**config.mk**
```make
export PLATFORM = sky130hd
export DESIGN_NAME = can_frame_tx
export DESIGN_NICKNAME = d
export VERILOG_FILES = /design/src/rtl/can_tx_pkg.sv /design/src/rtl/can_tx_pack.sv /design/src/rtl/can_tx_crc.sv /design/src/rtl/can_tx_stuff.sv /design/src/rtl/can_frame_tx.sv
export SDC_FILE = /design/constraint.sdc
export NUM_CORES = 1
export LEC_CHECK = 0
export ABC_AREA = 1
export BUFFER_PORTS_ARGS = -buffer_cell sky130_fd_sc_hd__buf_4
export CAP_MARGIN = 20
export CORE_UTILIZATION = 60
export CTS_CLUSTER_SIZE = 40
export DETAILED_ROUTE_END_ITERATION = 12
export HOLD_SLACK_MARGIN = 0.06
export PLACE_DENSITY = 0.9
export SETUP_SLACK_MARGIN = 0.05
export SYNTH_ARGS = -nofsm -noshare
export SYNTH_HDL_FRONTEND = slang
export SYNTH_SLANG_ARGS = --single-unit
```
**constraint.sdc**
```tcl
create_clock -name clk -period 3.77 [get_ports clk]
set_input_delay 0.1885 -clock clk [delete_from_list [all_inputs] [get_ports clk]]
set_output_delay 0.1885 -clock clk [all_outputs]
set_load 0.01 [all_outputs]
```
**src/rtl/can_tx_pkg.sv**
```systemverilog
package can_tx_pkg;

    typedef enum logic [3:0] {
        ST_IDLE,
        ST_BODY,
        ST_CRC,
        ST_CRC_END,
        ST_DELIM,
        ST_ACK,
        ST_ACK_DELIM,
        ST_EOF,
        ST_IFS
    } tx_state_e;

    localparam int BASE_HDR_BITS = 19;
    localparam int EXT_HDR_BITS  = 39;
    localparam int BASE_DATA0    = 2;
    localparam int EXT_DATA0     = 5;

endpackage

```
**src/rtl/can_tx_pack.sv**
```systemverilog
module can_tx_pack
    import can_tx_pkg::*;
#(
    parameter int MAX_DATA_BYTES = 8,
    localparam int BUF_BYTES = EXT_DATA0 + MAX_DATA_BYTES,
    localparam int DATA_BITS = 8 * MAX_DATA_BYTES,
    localparam int BODY_W    = EXT_HDR_BITS + DATA_BITS,
    localparam int LEN_W     = $clog2(BODY_W + 1)
) (
    input  logic                   layout_ext,
    input  logic [8*BUF_BYTES-1:0] tx_buf,
    output logic [BODY_W-1:0]      body,
    output logic [LEN_W-1:0]       body_len
);

    localparam int PAD_BITS = EXT_HDR_BITS - BASE_HDR_BITS;

    logic [7:0]           byt [BUF_BYTES];
    logic [28:0]          id_long;
    logic [10:0]          id_short;
    logic                 rtr;
    logic [3:0]           dlc;
    logic [3:0]           nbytes;
    logic                 long_fmt;
    logic [DATA_BITS-1:0] payload;
    logic                 unused_bits;

    for (genvar g = 0; g < BUF_BYTES; g++) begin : g_bytes
        assign byt[g] = tx_buf[8*g +: 8];
    end

    assign unused_bits = &{byt[0][5:4], byt[4][2:0]};
    assign id_long     = {byt[1], byt[2], byt[3], byt[4][7:3]};
    assign long_fmt    = layout_ext & byt[0][7];

    always_comb begin
        if (layout_ext) begin
            rtr      = byt[0][6];
            dlc      = byt[0][3:0];
            id_short = id_long[28:18];
        end else begin
            rtr      = byt[1][4];
            dlc      = byt[1][3:0];
            id_short = {byt[0], byt[1][7:5]};
        end
        for (int k = 0; k < MAX_DATA_BYTES; k++) begin
            payload[DATA_BITS-1-8*k -: 8] = layout_ext ? byt[EXT_DATA0+k] : byt[BASE_DATA0+k];
        end
        if (rtr)
            nbytes = 4'd0;
        else if (dlc > 4'(MAX_DATA_BYTES))
            nbytes = 4'(MAX_DATA_BYTES);
        else
            nbytes = dlc;
    end

    always_comb begin
        if (long_fmt) begin
            body     = {1'b0, id_long[28:18], 2'b11, id_long[17:0], rtr, 2'b00, dlc, payload};
            body_len = LEN_W'(EXT_HDR_BITS) + LEN_W'({nbytes, 3'b000});
        end else begin
            body     = {1'b0, id_short, rtr, 2'b00, dlc, payload, {PAD_BITS{1'b0}}};
            body_len = LEN_W'(BASE_HDR_BITS) + LEN_W'({nbytes, 3'b000});
        end
    end

endmodule

```
**src/rtl/can_tx_crc.sv**
```systemverilog
module can_tx_crc #(
    parameter int          CRC_W    = 15,
    parameter logic [14:0] CRC_POLY = 15'h4599
) (
    input  logic             clk,
    input  logic             rst_n,
    input  logic             clear,
    input  logic             en,
    input  logic             bit_in,
    output logic [CRC_W-1:0] crc
);

    logic feedback;
    assign feedback = bit_in ^ crc[CRC_W-1];

    always_ff @(posedge clk) begin
        if (!rst_n || clear) begin
            crc <= '0;
        end else if (en) begin
            crc <= {crc[CRC_W-2:0], 1'b0} ^ (feedback ? CRC_POLY[CRC_W-1:0] : '0);
        end
    end

endmodule

```
**src/rtl/can_tx_stuff.sv**
```systemverilog
module can_tx_stuff #(
    parameter int STUFF_RUN = 5,
    localparam int RUN_W = $clog2(STUFF_RUN + 1)
) (
    input  logic clk,
    input  logic rst_n,
    input  logic clear,
    input  logic adv,
    input  logic bit_in,
    output logic stuff_due,
    output logic stuff_bit
);

    logic             last_q;
    logic [RUN_W-1:0] run_q;

    assign stuff_due = (run_q == RUN_W'(STUFF_RUN));
    assign stuff_bit = ~last_q;

    always_ff @(posedge clk) begin
        if (!rst_n || clear) begin
            last_q <= 1'b1;
            run_q  <= '0;
        end else if (adv) begin
            if (stuff_due) begin
                last_q <= ~last_q;
                run_q  <= RUN_W'(1);
            end else if (bit_in == last_q) begin
                run_q  <= run_q + RUN_W'(1);
            end else begin
                last_q <= bit_in;
                run_q  <= RUN_W'(1);
            end
        end
    end

endmodule

```
**src/rtl/can_frame_tx.sv**
```systemverilog
module can_frame_tx
    import can_tx_pkg::*;
#(
    parameter int          MAX_DATA_BYTES = 8,
    parameter int          STUFF_RUN      = 5,
    parameter int          EOF_BITS       = 7,
    parameter int          IFS_BITS       = 3,
    parameter logic [14:0] CRC_POLY       = 15'h4599,
    localparam int BUF_BYTES = EXT_DATA0 + MAX_DATA_BYTES
) (
    input  logic                   clk,
    input  logic                   rst_n,
    input  logic                   start,
    input  logic                   bit_tick,
    input  logic                   layout_ext,
    input  logic [8*BUF_BYTES-1:0] tx_buf,
    input  logic                   bus_rx,
    output logic                   tx,
    output logic                   busy,
    output logic                   done,
    output logic                   ack_missing
);

    localparam int DATA_BITS = 8 * MAX_DATA_BYTES;
    localparam int BODY_W    = EXT_HDR_BITS + DATA_BITS;
    localparam int LEN_W     = $clog2(BODY_W + 1);
    localparam int CRC_W     = 15;
    localparam int CIDX_W    = $clog2(CRC_W);
    localparam int TCNT_W    = $clog2(EOF_BITS > IFS_BITS ? EOF_BITS : IFS_BITS);

    tx_state_e         state, state_n;
    logic [BODY_W-1:0] body_q, pack_body;
    logic [LEN_W-1:0]  remain_q, pack_len;
    logic [CIDX_W-1:0] cidx_q;
    logic [TCNT_W-1:0] tcnt_q;
    logic [CRC_W-1:0]  crc_val;
    logic              ack_pend_q;
    logic              accept, stuffed, step, data_bit, last_tick;
    logic              stuff_due, stuff_bit;

    can_tx_pack #(.MAX_DATA_BYTES(MAX_DATA_BYTES)) u_pack (
        .layout_ext (layout_ext),
        .tx_buf     (tx_buf),
        .body       (pack_body),
        .body_len   (pack_len)
    );

    assign accept    = start && (state == ST_IDLE);
    assign stuffed   = (state == ST_BODY) || (state == ST_CRC) || (state == ST_CRC_END);
    assign step      = bit_tick && stuffed && !stuff_due;
    assign last_tick = bit_tick && (state == ST_IFS) && (tcnt_q == TCNT_W'(IFS_BITS - 1));
    assign busy      = (state != ST_IDLE);

    always_comb begin
        unique case (state)
            ST_BODY: data_bit = body_q[BODY_W-1];
            ST_CRC:  data_bit = crc_val[CIDX_W'(CRC_W - 1) - cidx_q];
            default: data_bit = 1'b1;
        endcase
    end

    can_tx_crc #(.CRC_W(CRC_W), .CRC_POLY(CRC_POLY)) u_crc (
        .clk    (clk),
        .rst_n  (rst_n),
        .clear  (accept),
        .en     (step && (state == ST_BODY)),
        .bit_in (data_bit),
        .crc    (crc_val)
    );

    can_tx_stuff #(.STUFF_RUN(STUFF_RUN)) u_stuff (
        .clk       (clk),
        .rst_n     (rst_n),
        .clear     (accept),
        .adv       (bit_tick && stuffed),
        .bit_in    (data_bit),
        .stuff_due (stuff_due),
        .stuff_bit (stuff_bit)
    );

    // next-state logic
    always_comb begin
        state_n = state;
        unique case (state)
            ST_IDLE:      if (accept) state_n = ST_BODY;
            ST_BODY:      if (step && remain_q == LEN_W'(1)) state_n = ST_CRC;
            ST_CRC:       if (step && cidx_q == CIDX_W'(CRC_W - 1)) state_n = ST_CRC_END;
            ST_CRC_END:   if (step) state_n = ST_DELIM;
            ST_DELIM:     if (bit_tick) state_n = ST_ACK;
            ST_ACK:       if (bit_tick) state_n = ST_ACK_DELIM;
            ST_ACK_DELIM: if (bit_tick) state_n = ST_EOF;
            ST_EOF:       if (bit_tick && tcnt_q == TCNT_W'(EOF_BITS - 1)) state_n = ST_IFS;
            ST_IFS:       if (last_tick) state_n = ST_IDLE;
            default:      state_n = ST_IDLE;
        endcase
    end

    // state register and frame counters
    always_ff @(posedge clk) begin
        if (!rst_n) begin
            state    <= ST_IDLE;
            body_q   <= '0;
            remain_q <= '0;
            cidx_q   <= '0;
            tcnt_q   <= '0;
        end else begin
            state <= state_n;
            if (accept) begin
                body_q   <= pack_body;
                remain_q <= pack_len;
                cidx_q   <= '0;
                tcnt_q   <= '0;
            end
            if (step && state == ST_BODY) begin
                body_q   <= {body_q[BODY_W-2:0], 1'b0};
                remain_q <= remain_q - LEN_W'(1);
            end
            if (step && state == ST_CRC)
                cidx_q <= cidx_q + CIDX_W'(1);
            if (bit_tick && (state == ST_EOF || state == ST_IFS))
                tcnt_q <= (state_n != state) ? '0 : tcnt_q + TCNT_W'(1);
        end
    end

    // output register process
    always_ff @(posedge clk) begin
        if (!rst_n) begin
            tx          <= 1'b1;
            done        <= 1'b0;
            ack_missing <= 1'b0;
            ack_pend_q  <= 1'b0;
        end else begin
            done <= 1'b0;
            if (accept) begin
                ack_missing <= 1'b0;
                ack_pend_q  <= 1'b0;
            end
            if (bit_tick && busy) begin
                if (stuffed && stuff_due)
                    tx <= stuff_bit;
                else if (state == ST_BODY || state == ST_CRC)
                    tx <= data_bit;
                else
                    tx <= 1'b1;
                if (state == ST_ACK)
                    ack_pend_q <= bus_rx;
                if (last_tick) begin
                    done        <= 1'b1;
                    ack_missing <= ack_pend_q;
                end
            end
        end
    end

endmodule

```
== Yosys cells after proc, flatten, opt, wreduce, memory -nomap -nowiden ==
Index checks and enable logic that the tools add are counted.
Storage, ports and cells
  flip-flop bits (word level): 144
  input bits: 110
  output and inout bits: 4
  word-level logic and storage cells: 121
Operators by class
  add/sub/neg operators: 7
  magnitude comparators: 2
  eq/ne operators: 16
  multiplexer cells: 51
  bitwise operators: 5
  reductions and logical operators: 27
Operators by type and width (count)
  103-bit 2-to-1 mux: 2
  102-bit 2-to-1 mux: 1
  8-bit 2-to-1 mux: 8
  4-bit 2-to-1 mux: 14
  4-bit one-hot mux with 9 select lines: 1
  7-bit 2-to-1 mux: 3
  4-bit by 3-bit equality test with 1-bit output (second input constant): 4
  15-bit 2-to-1 mux: 1
  3-bit 2-to-1 mux: 5
  15-bit XOR: 1
  1-bit logical AND: 13
  1-bit 2-to-1 mux: 13
  11-bit 2-to-1 mux: 1
  4-bit by 2-bit equality test with 1-bit output (second input constant): 2
  4-bit equality test (second input constant): 2
  5-bit by 7-bit adder with 7-bit output (first input constant): 1
  6-bit by 7-bit adder with 7-bit output (first input constant): 1
  7-bit by 1-bit equality test with 1-bit output (second input constant): 1
  7-bit by 1-bit subtractor with 7-bit output (second input constant): 1
  3-bit by 1-bit adder with 3-bit output (second input constant): 2
  3-bit equality test (second input constant): 2
  2-bit nonzero test: 3
  4-bit by 5-bit less-than comparator with 1-bit output (second input constant): 1
  4-bit by 1-bit adder with 4-bit output (second input constant): 1
  other kinds (18): 24

== Depth between registers and ports, before layout ==
  depth after elaboration: 11
  depth in mapped cells: 16
  gate-level depth less buffers: 15

== Hierarchy ==
From an unflattened synthesis, not the netlist that was laid out.
Unflattened totals
  cell total of the unflattened synthesis: 1265
  area total of the unflattened synthesis: 8224.1 µm²
Modules (own cells, without submodules)
  can_frame_tx: instances 1, cells each 754, area each 5497.8 µm², seq. area each 2502.4 µm²
  can_tx_pack: instances 1, cells each 371, area each 1767.9 µm², seq. area each 0.0 µm²
  can_tx_crc: instances 1, cells each 97, area each 679.4 µm², seq. area each 300.3 µm²
  can_tx_stuff: instances 1, cells each 43, area each 279.0 µm², seq. area each 80.1 µm²

== Worst setup path after synthesis ==
OpenSTA, ideal clock, no wires.
  path type: reg2reg
  from: register cidx_q[0]
  to: register u_crc.crc[10]
  setup time: 0.109 ns
  data arrival time: 1.848 ns
  data required time: 3.661 ns
  slack: 1.813 ns
  cell stages (with the launch flop): 16
  buffers on the path: 1
  clock period less this slack: 1.957 ns
  cells stage by stage: dfxtp_1 buf_4 inv_2 ha_1 inv_1 nand3_1 nand3_1 nand2_1 nand2_1 nand3_1 nand2_1 nand2_1 nand3_1 nand3_1 nand2_1 inv_1
On the way
  word-level cells in the longest chain between the ends: 7
Ends and longest elaborated chain
  start: declaration: line can_frame_tx.sv:34  | logic [CIDX_W-1:0] cidx_q;
  start signal: assignment: line can_frame_tx.sv:119  | cidx_q <= cidx_q + CIDX_W'(1);
  4-bit subtractor: line can_frame_tx.sv:57  | ST_CRC: data_bit = crc_val[CIDX_W'(CRC_W - 1) - cidx_q];
  1-bit binary-select mux with 4-bit select: line can_frame_tx.sv:57
  1-bit 2-to-1 mux (implied by the code): line can_frame_tx.sv:57
  1-bit one-hot mux with 2 select lines: line can_frame_tx.sv:55  | unique case (state)
  1-bit XOR: line can_tx_crc.sv:14  | assign feedback = bit_in ^ crc[CRC_W-1];
  15-bit 2-to-1 mux: line can_tx_crc.sv:20  | crc <= {crc[CRC_W-2:0], 1'b0} ^ (feedback ? CRC_POLY[CRC_W-1:0] : '0);
  15-bit XOR: line can_tx_crc.sv:20
  end signal: assignment: line can_tx_crc.sv:20
  end: declaration: line can_tx_crc.sv:10  | output logic [CRC_W-1:0] crc
Every way passes these cells. The select of a mux whose other input is x is not followed.
A chain may end at the register's enable or synchronous reset.

== Final worst setup path ==
  from: register u_stuff.run_q[0]
  to: register body_q[13]
On the way
  word-level cells in the longest chain between the ends: 5
  elaborated cells on any way between the ends: 6
  those cells by class: 1 x eq/ne; 1 x mux; 4 x reduce/logical
Ends and longest elaborated chain
  start: declaration: line can_tx_stuff.sv:15  | logic [RUN_W-1:0] run_q;
  start signal: assignment: line can_tx_stuff.sv:29  | run_q <= run_q + RUN_W'(1);
  3-bit equality test (*): line can_tx_stuff.sv:17  | assign stuff_due = (run_q == RUN_W'(STUFF_RUN));
  1-bit zero test (*): line can_frame_tx.sv:50  | assign step = bit_tick && stuffed && !stuff_due;
  1-bit logical AND (*): line can_frame_tx.sv:50
  1-bit logical AND (*): line can_frame_tx.sv:114  | if (step && state == ST_BODY) begin
  103-bit 2-to-1 mux or 2-bit nonzero test (tied branches)
  end signal: assignment: line can_frame_tx.sv:109  | body_q <= pack_body;
  end signal: assignment: line can_frame_tx.sv:115  | body_q <= {body_q[BODY_W-2:0], 1'b0};
  end: declaration: line can_frame_tx.sv:32  | logic [BODY_W-1:0] body_q, pack_body;
Mark *: on every way between the ends. The rest lies on a longest branch, timed or not.

==> impl_metrics.yaml <==
routing:
  drt_first_pass_iters: 6
  wire_per_inst_microns: 17.4
  vias_per_cell: 6.25
  drt-total-wl_mm: 24.4
  postRouteAntennaNets: 0
  drt_iter0_markers: 1319
  num_vias: 8738
  drc: 0
clocking:
  cts_hold_buf: 3
  cts_max_level: 4
  cts_resized: 0
  clk_pin_slew_worst_paths_ns: 0.06
  clock-sinks: 144
  clock_latency_ns: 0.43
  root_buffer: "clkbuf_16"
  post-cts-setup-buffer-count: 0
  clockBufferDepth: 2
  cts_made_buffers: 17
  cts_tree: "done"
die:
  rows: 41
  fp.dieH_microns: 117
  floorplan.core_area_sq_um: 12800
  die-width_microns: 117
  boundaryPins: 114
  start_util_pct: 62.4
  die_area_sq_um: 13800
synthesis:
  synth_area_leaders: "dfxtp_1 36%, nand2_1 16%, a31oi_1 6.7%"
  synthArstFlopShare_pct: 0
  synth.area.mux_share_pct: 1.88
  ys_ff_latch: 144
  syn_area_per_cell_sq_um: 6.97
  syn-instance-count: 1147
  synth.most_common_cell: "nand2_1"
  synth.distinct_cells: 44
  synthFlopType: "dfxtp_1"
  synth_area_sq_um: 8000
  synth-simple-area-share_pct: 28.6
  synth_top_family_by_area: "simple AND/OR/NAND/NOR gates"
  yosys-top-cells-count: "333 x nand2_1, 144 x dfxtp_1, 86 x a31oi_1"
  yosysTopAreaCell: "dfxtp_1"
  synthXorXnorAreaFrac_pct: 0.657
  synth-compound-area-share_pct: 22.1
  ys_seq_area_share_pct: 36.1
  syn_nets: 1266
  synth_edf_count: 0
  netlist.area_leader.share_pct: 36.1
  yosysWarnings: 0
  synth_fa_ha_area_share_pct: 1.41
timing:
  final_max_slew_viol_count: 0
  fmax_ghz: 0.372
  slew_headroom_pct: 44.0
  setup_tns_ns: 0
  fin_skew_ns: 0.00722
  finalCritPeriodShare_pct: 71.4
  finalWorstSetupSlack_ns: 1.08
  rsz0062_at_grt: "no"
  worstMarginPinSlew_ns: 0.839
  hold_viol: 0
  period_needed_ns: 2.69
  setup_violations: 0
critical_path:
  cp_max_fo: 43
  cp_slowest_cell: "inv_2"
  slowest_delay_ns: 0.59
  crit_path_end_kind: "flop"
  path_class: "reg -> reg"
  startpoint_type: "flop"
  cp.required_ns: 4.12
  arrival_ns: 3.04
  cp_cell_sequence: "ha_1, nand2_1, inv_1, nor2_8, nand2_4, nand2_4, inv_2, buf_4, nand2_1, a31oi_1"
  r2r_cells: 10
cells_and_area:
  final_core_utilization_pct: 73.1
  fin_nets: 1333
  stdcell_area_sq_um: 9370
  area_growth_pct: 17.2
  drive_gt1_share_pct: 15.8
  n_antenna_cell: 0
min_path:
  whs_path_depth: 3
  holdCritPathClass: "in -> reg"
grt:
  grt_max_degree: 80
  antenna_found_initial: 0
  grtUsageTotal_pct: 34.9
  grt_pass1_wl_mm: 38.6
  overflow: 0
  grt_pass1_vias: 7902
placement:
  post-dp-hpwl_mm: 16.1
  pre_cts_slack_ns: 1.14
  io_buffers: 113
  gp_congestion: 0.921
  dpl_cell_area_sq_um: 8770
power_and_ir_drop:
  power_density_nw_per_um2: 422
  p_leak_nw: 3.78
  peakVddDrop_uv: 252
status:
  status: "finished, final reports clean"
job:
  maxCapViolations: 0
## cell usage in the layout, fill, tap and decap left out, types with 6 or more instances in the layout
master       n
nor2_1      69
buf_4      121
a21oi_1     42
nand2_1    332
nor3_1       6
o2111ai_1    9
o21ai_0     43
or2_2        8
clkbuf_16   17
ha_1         9
inv_2       10
o221ai_1     9
inv_1       79
o211ai_1    47
nand4_1      6
a221oi_1    12
mux2i_1     15
or2_1        7
a31oi_1     86
nand3_1     85
inv_6        6
dfxtp_1    144
## worst max-delay path, delay by kind of cell (launching register included)
family / cells / cell delay, ns
AOI/OAI and AO/OA: 1 / 0.20
adders and majority gates: 1 / 0.17
buffers and inverters: 3 / 1.22
DFF: 1 / 0.38
and+or+nand+nor: 5 / 0.59
## final timing paths
kind	startpoint	endpoint	slack, ns
max	u_stuff.run_q[0]	body_q[13]	1.08
min	bus_rx	ack_pend_q	0.07
max reg2reg	u_stuff.run_q[0]	body_q[13]	1.08
min reg2reg	body_q[101]	body_q[102]	0.47
## layer usage
layer | wire, microns | vias up | GRT usage, % | part of all wire [%]
met5 | 0 | - | 0 | 0
met4 | 1310 | 0 | 20.5 | 5.4
met3 | 2790 | 120 | 9.48 | 11
met2 | 11000 | 594 | 54.3 | 45
met1 | 9280 | 3954 | 43.3 | 38
li1 | - | 4070 | - | -
## registers in the layout, summed over array words and instances (netlist names), 3 cells and up
name and cells:
cidx_q 4, remain_q 7, body_q 103, u_crc.crc 15
tcnt_q 3, state 4, u_stuff.run_q 3
## power by group
group / internal (mW) / total [mW] / switching (mW)
registers: 1.61 / 1.66 / 0.0543
clock network: 0.926 / 1.65 / 0.726
logic: 0.241 / 0.637 / 0.396
total: 2.78 / 3.95 / 1.18
## logic make-up after synthesis
group / Yosys count
AND/OR/NAND/NOR: 534
buffers and inverters: 170
adder cells (fa/ha/maj): 9
XOR/XNOR: 6
AO/OA/AOI/OAI: 269
multiplexers: 15
flip-flops: 144
## stage by stage
step           power (mW)  cells  hold slack [ns]
3_5_place_dp         2.30   1364            0.459
4_1_cts              3.93   1399           0.0779
2_1_floorplan        2.08   1147            0.336
5_1_grt              4.08   1399            0.101
6_report             3.95   1399           0.0681
3_3_place_gp         2.29   1364            0.455
## final cells by class
type	count	area [sq um]
clock buffers	17	425
repair buffers	126	978
well taps	172	215
fillers	993	3450
flip-flops and latches	144	2880
clock inverters	15	150
multi-input cells	833	4370
inverters	92	348
Note: power is estimated with default switching activity, not from simulation.
